[src/rtl/mbist_burst_pkg.sv]
package mbist_burst_pkg;

   // Phase order inside one burst; the sequencer steps through them in this order.
   typedef enum logic [2:0] {
      PH_SAVE    = 3'd0,
      PH_WR_P    = 3'd1,
      PH_RD_P    = 3'd2,
      PH_WR_N    = 3'd3,
      PH_RD_N    = 3'd4,
      PH_RESTORE = 3'd5
   } phase_e;

   localparam int unsigned NUM_PHASES = 6;

   function automatic logic phase_reads(phase_e p);
      return (p == PH_SAVE) || (p == PH_RD_P) || (p == PH_RD_N);
   endfunction

   function automatic logic phase_compares(phase_e p);
      return (p == PH_RD_P) || (p == PH_RD_N);
   endfunction

endpackage

[src/rtl/mbist_burst_seq.sv]
module mbist_burst_seq
   import mbist_burst_pkg::*;
#(
   parameter int unsigned AW        = 6,
   parameter int unsigned DW        = 8,
   parameter int unsigned WIN       = 4,
   parameter logic [DW-1:0] PATTERN = DW'('h55),
   parameter bit          ADDR_SEED = 1'b0,
   localparam int unsigned LW       = $clog2(WIN),
   localparam int unsigned WW       = AW - LW
)(
   input  logic          clk,
   input  logic          rst_n,
   input  logic          go,
   input  logic [WW-1:0] win_idx,
   input  logic [DW-1:0] mem_rdata,
   output logic          in_burst,
   output logic          burst_end,
   output logic          b_en,
   output logic          b_we,
   output logic [AW-1:0] b_addr,
   output logic [DW-1:0] b_wdata,
   output logic          miscmp,
   output logic [AW-1:0] miscmp_addr
);

   localparam int unsigned BURST_LEN = NUM_PHASES * WIN;
   localparam int unsigned CW        = $clog2(BURST_LEN);
   localparam logic [CW-1:0] LAST    = CW'(BURST_LEN - 1);

   logic          in_burst_q;
   logic [CW-1:0] cnt_q;
   logic [CW-1:0] step;
   logic [CW-1:0] ph_raw;
   phase_e        phase;
   logic [LW-1:0] idx;
   logic          active;

   // read-return pipeline, one stage to match RAM latency
   logic          rd_v_q;
   phase_e        rd_ph_q;
   logic [LW-1:0] rd_idx_q;
   logic [AW-1:0] rd_addr_q;

   logic [DW-1:0] save_q [WIN];
   logic [DW-1:0] pat_w;
   logic [DW-1:0] pat_r;
   logic [DW-1:0] expect_w;

   // step counter: step 0 is the grant cycle, in_burst covers steps 1..LAST
   always_ff @(posedge clk) begin
      if (!rst_n) begin
         in_burst_q <= 1'b0;
         cnt_q      <= '0;
      end else if (go && !in_burst_q) begin
         in_burst_q <= 1'b1;
         cnt_q      <= CW'(1);
      end else if (in_burst_q) begin
         if (cnt_q == LAST) begin
            in_burst_q <= 1'b0;
            cnt_q      <= '0;
         end else begin
            cnt_q <= cnt_q + 1'b1;
         end
      end
   end

   assign step      = in_burst_q ? cnt_q : '0;
   assign ph_raw    = step >> LW;
   assign phase     = phase_e'(ph_raw[2:0]);
   assign idx       = step[LW-1:0];
   assign active    = go | in_burst_q;
   assign in_burst  = in_burst_q;
   assign burst_end = in_burst_q && (cnt_q == LAST);

   assign b_en   = active;
   assign b_we   = active && (phase inside {PH_WR_P, PH_WR_N, PH_RESTORE});
   assign b_addr = {win_idx, idx};

   generate
      if (ADDR_SEED) begin : g_seeded
         assign pat_w = PATTERN ^ DW'(b_addr);
         assign pat_r = PATTERN ^ DW'(rd_addr_q);
      end else begin : g_fixed
         assign pat_w = PATTERN;
         assign pat_r = PATTERN;
      end
   endgenerate

   always_comb begin
      case (phase)
         PH_WR_P:    b_wdata = pat_w;
         PH_WR_N:    b_wdata = ~pat_w;
         PH_RESTORE: b_wdata = save_q[idx];
         default:    b_wdata = '0;
      endcase
   end

   always_ff @(posedge clk) begin
      if (!rst_n) begin
         rd_v_q    <= 1'b0;
         rd_ph_q   <= PH_SAVE;
         rd_idx_q  <= '0;
         rd_addr_q <= '0;
      end else begin
         rd_v_q    <= active && phase_reads(phase);
         rd_ph_q   <= phase;
         rd_idx_q  <= idx;
         rd_addr_q <= b_addr;
      end
   end

   // save buffer, one register per window word
   generate
      for (genvar g = 0; g < WIN; g++) begin : g_save
         always_ff @(posedge clk) begin
            if (!rst_n) begin
               save_q[g] <= '0;
            end else if (rd_v_q && (rd_ph_q == PH_SAVE) && (rd_idx_q == LW'(g))) begin
               save_q[g] <= mem_rdata;
            end
         end
      end
   endgenerate

   assign expect_w    = (rd_ph_q == PH_RD_N) ? ~pat_r : pat_r;
   assign miscmp      = rd_v_q && phase_compares(rd_ph_q) && (mem_rdata != expect_w);
   assign miscmp_addr = rd_addr_q;

endmodule

[src/rtl/mbist_burst_ctrl.sv]
module mbist_burst_ctrl #(
   parameter int unsigned AW = 6,
   parameter int unsigned WW = 4
)(
   input  logic          clk,
   input  logic          rst_n,
   input  logic          ctl_start,
   input  logic          ctl_abort,
   input  logic          ctl_loop,
   input  logic          in_burst,
   input  logic          burst_end,
   input  logic          miscmp,
   input  logic [AW-1:0] miscmp_addr,
   output logic          may_start,
   output logic          running,
   output logic [WW-1:0] win_idx,
   output logic          done,
   output logic          fail,
   output logic [AW-1:0] fail_addr
);

   logic          running_q;
   logic          abort_pend_q;
   logic [WW-1:0] win_q;
   logic          done_q;
   logic          fail_q;
   logic [AW-1:0] fail_addr_q;

   always_ff @(posedge clk) begin
      if (!rst_n) begin
         running_q    <= 1'b0;
         abort_pend_q <= 1'b0;
         win_q        <= '0;
         done_q       <= 1'b0;
         fail_q       <= 1'b0;
         fail_addr_q  <= '0;
      end else begin
         done_q <= 1'b0;
         if (ctl_start && !running_q) begin
            running_q    <= 1'b1;
            abort_pend_q <= 1'b0;
            win_q        <= '0;
            fail_q       <= 1'b0;
            fail_addr_q  <= '0;
         end else begin
            if (burst_end) begin
               win_q <= win_q + 1'b1;
               if (win_q == '1) begin
                  done_q <= 1'b1;
                  if (!ctl_loop) running_q <= 1'b0;
               end
               if (abort_pend_q || ctl_abort) begin
                  running_q    <= 1'b0;
                  abort_pend_q <= 1'b0;
               end
            end else if (ctl_abort && running_q) begin
               if (in_burst) abort_pend_q <= 1'b1;
               else          running_q    <= 1'b0;
            end
            if (miscmp && !fail_q) begin
               fail_q      <= 1'b1;
               fail_addr_q <= miscmp_addr;
            end
         end
      end
   end

   assign may_start = running_q && !ctl_abort && !abort_pend_q;
   assign running   = running_q;
   assign win_idx   = win_q;
   assign done      = done_q;
   assign fail      = fail_q;
   assign fail_addr = fail_addr_q;

endmodule

[src/rtl/mbist_burst_mux.sv]
module mbist_burst_mux #(
   parameter int unsigned AW        = 6,
   parameter int unsigned DW        = 8,
   parameter bit          GATE_IDLE = 1'b1
)(
   input  logic          fn_req,
   input  logic          fn_we,
   input  logic [AW-1:0] fn_addr,
   input  logic [DW-1:0] fn_wdata,
   input  logic          may_start,
   input  logic          in_burst,
   input  logic          b_en,
   input  logic          b_we,
   input  logic [AW-1:0] b_addr,
   input  logic [DW-1:0] b_wdata,
   output logic          go,
   output logic          fn_ready,
   output logic          mem_en,
   output logic          mem_we,
   output logic [AW-1:0] mem_addr,
   output logic [DW-1:0] mem_wdata
);

   logic sel_bist;

   // functional side wins any cycle it asks; a burst never starts under it
   assign go       = may_start && !fn_req && !in_burst;
   assign sel_bist = go || in_burst;
   assign fn_ready = !in_burst;
   assign mem_en   = sel_bist ? b_en : fn_req;
   assign mem_we   = sel_bist ? b_we : (fn_req && fn_we);

   generate
      if (GATE_IDLE) begin : g_gated
         assign mem_addr  = sel_bist ? b_addr  : (fn_req ? fn_addr  : '0);
         assign mem_wdata = sel_bist ? b_wdata : (fn_req ? fn_wdata : '0);
      end else begin : g_open
         assign mem_addr  = sel_bist ? b_addr  : fn_addr;
         assign mem_wdata = sel_bist ? b_wdata : fn_wdata;
      end
   endgenerate

endmodule

[src/rtl/mbist_burst.sv]
module mbist_burst
   import mbist_burst_pkg::*;
#(
   parameter int unsigned AW        = 6,
   parameter int unsigned DW        = 8,
   parameter int unsigned WIN       = 4,
   parameter logic [DW-1:0] PATTERN = DW'('h55),
   parameter bit          ADDR_SEED = 1'b0,
   parameter bit          GATE_IDLE = 1'b1,
   parameter int unsigned MAX_BURST = 28,
   localparam int unsigned LW       = $clog2(WIN),
   localparam int unsigned WW       = AW - LW
)(
   input  logic          clk,
   input  logic          rst_n,
   input  logic          ctl_start,
   input  logic          ctl_abort,
   input  logic          ctl_loop,
   input  logic          fn_req,
   input  logic          fn_we,
   input  logic [AW-1:0] fn_addr,
   input  logic [DW-1:0] fn_wdata,
   output logic          fn_ready,
   output logic [DW-1:0] fn_rdata,
   output logic          mem_en,
   output logic          mem_we,
   output logic [AW-1:0] mem_addr,
   output logic [DW-1:0] mem_wdata,
   input  logic [DW-1:0] mem_rdata,
   output logic          st_running,
   output logic [WW-1:0] st_window,
   output logic          st_done,
   output logic          st_fail,
   output logic [AW-1:0] st_fail_addr
);

   localparam int unsigned BURST_LEN = NUM_PHASES * WIN;

   generate
      if (WIN < 2 || (WIN & (WIN - 1)) != 0) begin : g_bad_win
         $error("WIN must be a power of two of at least 2");
      end
      if (LW >= AW) begin : g_bad_aw
         $error("AW must leave at least one window index bit");
      end
      if (BURST_LEN > MAX_BURST) begin : g_bad_len
         $error("burst length exceeds MAX_BURST");
      end
      if (DW < 2) begin : g_bad_dw
         $error("DW must be at least 2");
      end
   endgenerate

   logic          go;
   logic          may_start;
   logic          in_burst;
   logic          burst_end;
   logic          b_en;
   logic          b_we;
   logic [AW-1:0] b_addr;
   logic [DW-1:0] b_wdata;
   logic          miscmp;
   logic [AW-1:0] miscmp_addr;

   mbist_burst_mux #(.AW(AW), .DW(DW), .GATE_IDLE(GATE_IDLE)) u_mux (
      .fn_req    (fn_req),
      .fn_we     (fn_we),
      .fn_addr   (fn_addr),
      .fn_wdata  (fn_wdata),
      .may_start (may_start),
      .in_burst  (in_burst),
      .b_en      (b_en),
      .b_we      (b_we),
      .b_addr    (b_addr),
      .b_wdata   (b_wdata),
      .go        (go),
      .fn_ready  (fn_ready),
      .mem_en    (mem_en),
      .mem_we    (mem_we),
      .mem_addr  (mem_addr),
      .mem_wdata (mem_wdata)
   );

   mbist_burst_seq #(
      .AW(AW), .DW(DW), .WIN(WIN), .PATTERN(PATTERN), .ADDR_SEED(ADDR_SEED)
   ) u_seq (
      .clk         (clk),
      .rst_n       (rst_n),
      .go          (go),
      .win_idx     (st_window),
      .mem_rdata   (mem_rdata),
      .in_burst    (in_burst),
      .burst_end   (burst_end),
      .b_en        (b_en),
      .b_we        (b_we),
      .b_addr      (b_addr),
      .b_wdata     (b_wdata),
      .miscmp      (miscmp),
      .miscmp_addr (miscmp_addr)
   );

   mbist_burst_ctrl #(.AW(AW), .WW(WW)) u_ctrl (
      .clk         (clk),
      .rst_n       (rst_n),
      .ctl_start   (ctl_start),
      .ctl_abort   (ctl_abort),
      .ctl_loop    (ctl_loop),
      .in_burst    (in_burst),
      .burst_end   (burst_end),
      .miscmp      (miscmp),
      .miscmp_addr (miscmp_addr),
      .may_start   (may_start),
      .running     (st_running),
      .win_idx     (st_window),
      .done        (st_done),
      .fail        (st_fail),
      .fail_addr   (st_fail_addr)
   );

   assign fn_rdata = mem_rdata;

endmodule

[config.mk]
export PLATFORM = sky130hd
export DESIGN_NAME = mbist_burst
export DESIGN_NICKNAME = d
export VERILOG_FILES = /design/src/rtl/mbist_burst_pkg.sv /design/src/rtl/mbist_burst_seq.sv /design/src/rtl/mbist_burst_ctrl.sv /design/src/rtl/mbist_burst_mux.sv /design/src/rtl/mbist_burst.sv
export SDC_FILE = /design/constraint.sdc
export NUM_CORES = 1
export LEC_CHECK = 0
export ABC_AREA = 1
export BUFFER_PORTS_ARGS = -buffer_cell sky130_fd_sc_hd__buf_4
export CORE_MARGIN = 10
export CORE_UTILIZATION = 30
export DETAILED_ROUTE_END_ITERATION = 16
export SKIP_CTS_REPAIR_TIMING = 1
export SLEW_MARGIN = 20
export SYNTH_ARGS = -nofsm -noshare
export SYNTH_HDL_FRONTEND = slang
export SYNTH_SLANG_ARGS = --single-unit
[constraint.sdc]
create_clock -name clk -period 2.12 [get_ports clk]
set_input_delay 0.106 -clock clk [delete_from_list [all_inputs] [get_ports clk]]
set_output_delay 0.106 -clock clk [all_outputs]
set_load 0.01 [all_outputs]
==> summary.txt <==
Logic synthesis
  – Mux share of post-synthesis cell area: 0
  – Syn_area_per_cell: 8.210 um^2
  – Share of the synthesized area in the top cell type: 0.3189
  – Ys async rst share: 0
  – Unique masters post-synth: 28
  – Seq/Total Area, Yosys: 0.5183
  – Complex-gate fraction of the synthesized area: 0.06478
  – Warnings from Yosys: 0
  – Number of enable flip-flop cells after synthesis: 32
  – Main combinational cell family by area after synthesis: simple AND/OR/NAND/NOR gates
  – Cell Area, Synth: 0.003013 mm^2
  – Synth Area in Simple Gates: 0.3169
  – Synthesized net count: 398
  – Ranking of synthesized cells by area: edfxtp_1 (32%), dfxtp_1 (20%), nand2_1 (12%), nor2_1 (7.5%), nand3_1 (6.5%)
  – Synthesized flop and latch total: 62
  – Synth Flop Type: edfxtp_1
  – Post-synth top area cell: edfxtp_1
  – Most numerous cell in the Yosys netlist: nand2_1
  – Synth top cells by count: nand2_1 (95), nor2_1 (60), nand3_1 (39)
  – XOR/XNOR Fraction of Synth Area: 0
  – Synth Area in Adders: 0.008306
  – Cells after synthesis: 367

Clocking
  – CTS tree: yes
  – Clock transition at path regs: 70 ps
  – CTS sink count: 62
  – Clock Latency Late Sink: 340 ps
  – H-tree depth: 3
  – Clock buffer depth: 2
  – Num CTS Buffers: 9
  – Root Buffer: clkbuf_8

Critical path
  – Critical path's top delay family: flip-flops
  – Crit-path max cell delay: 520 ps
  – Worst Path Required: 2010 ps
  – Crit Path Category: reg -> out
  – CP most frequent cell: nand3_1
  – Critical Path, Cell by Cell: nand2_1 -> inv_1 -> nand2_1 -> nand3_1 -> nand3_1 -> nand3_1 -> buf_4
  – Buffers plus inverters on the worst setup path: 2
  – Crit start category: flip-flop
  – Crit end category: primary output
  – Crit path DAT: 1810 ps
  – R2r setup slk: 350 ps
  – Crit path max fanout: 12
  – Critical path's slowest cell: dfxtp_1

Placed design
  – DP Area: 0.003582 mm^2
  – Post-DP HPWL: 6049 um
  – # port buffers: 66
  – Placer Congestion: 0.7742

Global route
  – Total grt overflow: 0
  – Antenna violations before repair: 0
  – First-pass GRT wire length: 12900 um
  – Largest net degree at the start of global routing: 16
  – Number of global-route vias before repair: 2564
  – Total GRT Usage: 0.1113

Drt
  – Drc violations: 0
  – Via count: 2639
  – Antenna Nets Post-Route: 0
  – Top layer in use: met4
  – DRT iter0 DRCs: 143
  – Vias per cell: 4.654
  – Avg WL per Cell: 13.96 um
  – Initial DRT Pass Iterations: 4
  – Drt total wl: 7916 um
  – Routed length on met2: 3664 um
  – Wl on met1: 3488 um
  – Met3 wire length: 608 um

Die
  – FP Rows: 36
  – Horiz. Die Dim: 120.2 um
  – Initial Util: 0.3082
  – Die ar.: 0.01445 mm^2
  – Die height: 120.2 um
  – I/O pins: 67
  – Core Region: 0.009774 mm^2

Pwr
  – Power density over cell area: 703.6 mW/mm^2
  – IR drop worst, VDD: 0.0002269 V
  – Leakage: 1.659 nW
  – Pwr Total: 2.670 mW

Timing
  – Fin. Hold Viols: 0
  – Fmax: 522.7 MHz
  – Setup TNS: 0 ps
  – Setup violators final: 0
  – RSZ-0062 raised after global routing: no
  – Worst slew margin: 0.6340
  – Fin crit period: 1913 ps
  – Worst-Margin Slew: 547.2 ps
  – Worst Skew: 6.261 ps
  – Slew Limit Fails: 0
  – Final period util: 0.9025

Layout
  – Final Cell Area: 0.003795 mm^2
  – Fraction of layout cells with a size suffix above 1: 0.2166
  – Final net count: 460
  – P&R area growth vs syn: 25.96%
  – Fin util: 0.3882
  – ANT cells: 0

Run
  – Total of max-cap violations: 0

Min path
  – HP Class: in -> reg

Run status
  – Status: finished, final reports clean
## power breakdown
group          leakage [nW]  total [mW]  switching [mW]  internal [mW]
registers             0.573        1.30          0.0147           1.29
logic                 0.983       0.249           0.140          0.109
clock network         0.103        1.12           0.465          0.653
## cell usage in the layout, fill, tap and decap left out, types with 2 or more instances in the layout
cell / netlist / layout
bufinv_16: 0 / 2
edfxtp_1: 32 / 32
nand4_4: 4 / 4
nor3_1: 6 / 6
nor2_1: 60 / 60
clkinv_2: 0 / 2
nand3_1: 39 / 39
a21oi_1: 14 / 14
clkbuf_8: 0 / 9
buf_4: 12 / 72
clkinv_1: 2 / 3
o22ai_1: 8 / 8
o21ai_0: 7 / 7
nand4_1: 2 / 2
dfxtp_1: 30 / 30
nand2_1: 95 / 95
inv_1: 35 / 35
clkinvlp_4: 0 / 2
ha_1: 2 / 2
## area by class of cell
| type | count | area (um^2) |
|---|---|---|
| fill | 991 | 5979 |
| sequential | 62 | 1562 |
| multi-input combinational | 247 | 1175 |
| timing repair buffer | 72 | 540.5 |
| tap | 133 | 166.4 |
| inverter | 37 | 138.9 |
| clock buffer | 9 | 123.9 |
| clock inverter | 7 | 88.84 |
## cell families (layout without fill, tap and decap cells)
group	after synthesis	in the layout
flip-flops	62	62
adder cells (fa/ha/maj)	2	2
buffers and inverters	58	125
AO/OA/AOI/OAI	34	34
AND/OR/NAND/NOR	211	211
## state kept, by name, summed over array words and instances, names as in the netlist, 3 cells and up
signal             count
u_seq.save_q          32
u_seq.rd_ph_q          3
u_ctrl.fail_addr       6
u_seq.miscmp_addr      6
u_ctrl.win_idx         4
u_seq.cnt_q            5
## final timing paths
check / from / to / depth (start not counted)
max: u_seq.in_burst$_SDFF_PN0_ / mem_wdata[6] / 7
min: ctl_start / u_ctrl.running$_SDFFE_PN0P_ / 3
max reg2reg: u_seq.rd_ph_q[0]$_SDFF_PN0_ / u_seq.save_q[2][3]$_SDFFCE_PN0P_ / 4
min reg2reg: u_ctrl.fail_addr[5]$_SDFFE_PP0P_ / u_ctrl.fail_addr[5]$_SDFFE_PP0P_ / 2
## per-stage QoR
step | worst slack (ps) | cells | hold slack, ps
detailed placement | 319.3 | 551 | 413.6
CTS | 161.0 | 567 | 59.65
finish | 206.8 | 567 | 87.69
floorplan | 528.9 | 367 | 273.9
global placement | 363.0 | 551 | 411.9
global route | 23.99 | 567 | 75.97
## layer usage
metal  global-route usage  vias to the layer above
li1                     -                     1321
met1               0.1407                     1231
met2               0.1723                       76
met3              0.03164                       11
met4              0.05204                        0
met5                    0                        -
## worst reg2reg max path: stages, from the launching register on
cell	delay, ps
dfxtp_1	310
or2_4	260
nor3_4	430
nand3_1	150
nand2_1	300
Note: power is estimated with default switching activity, not from simulation.
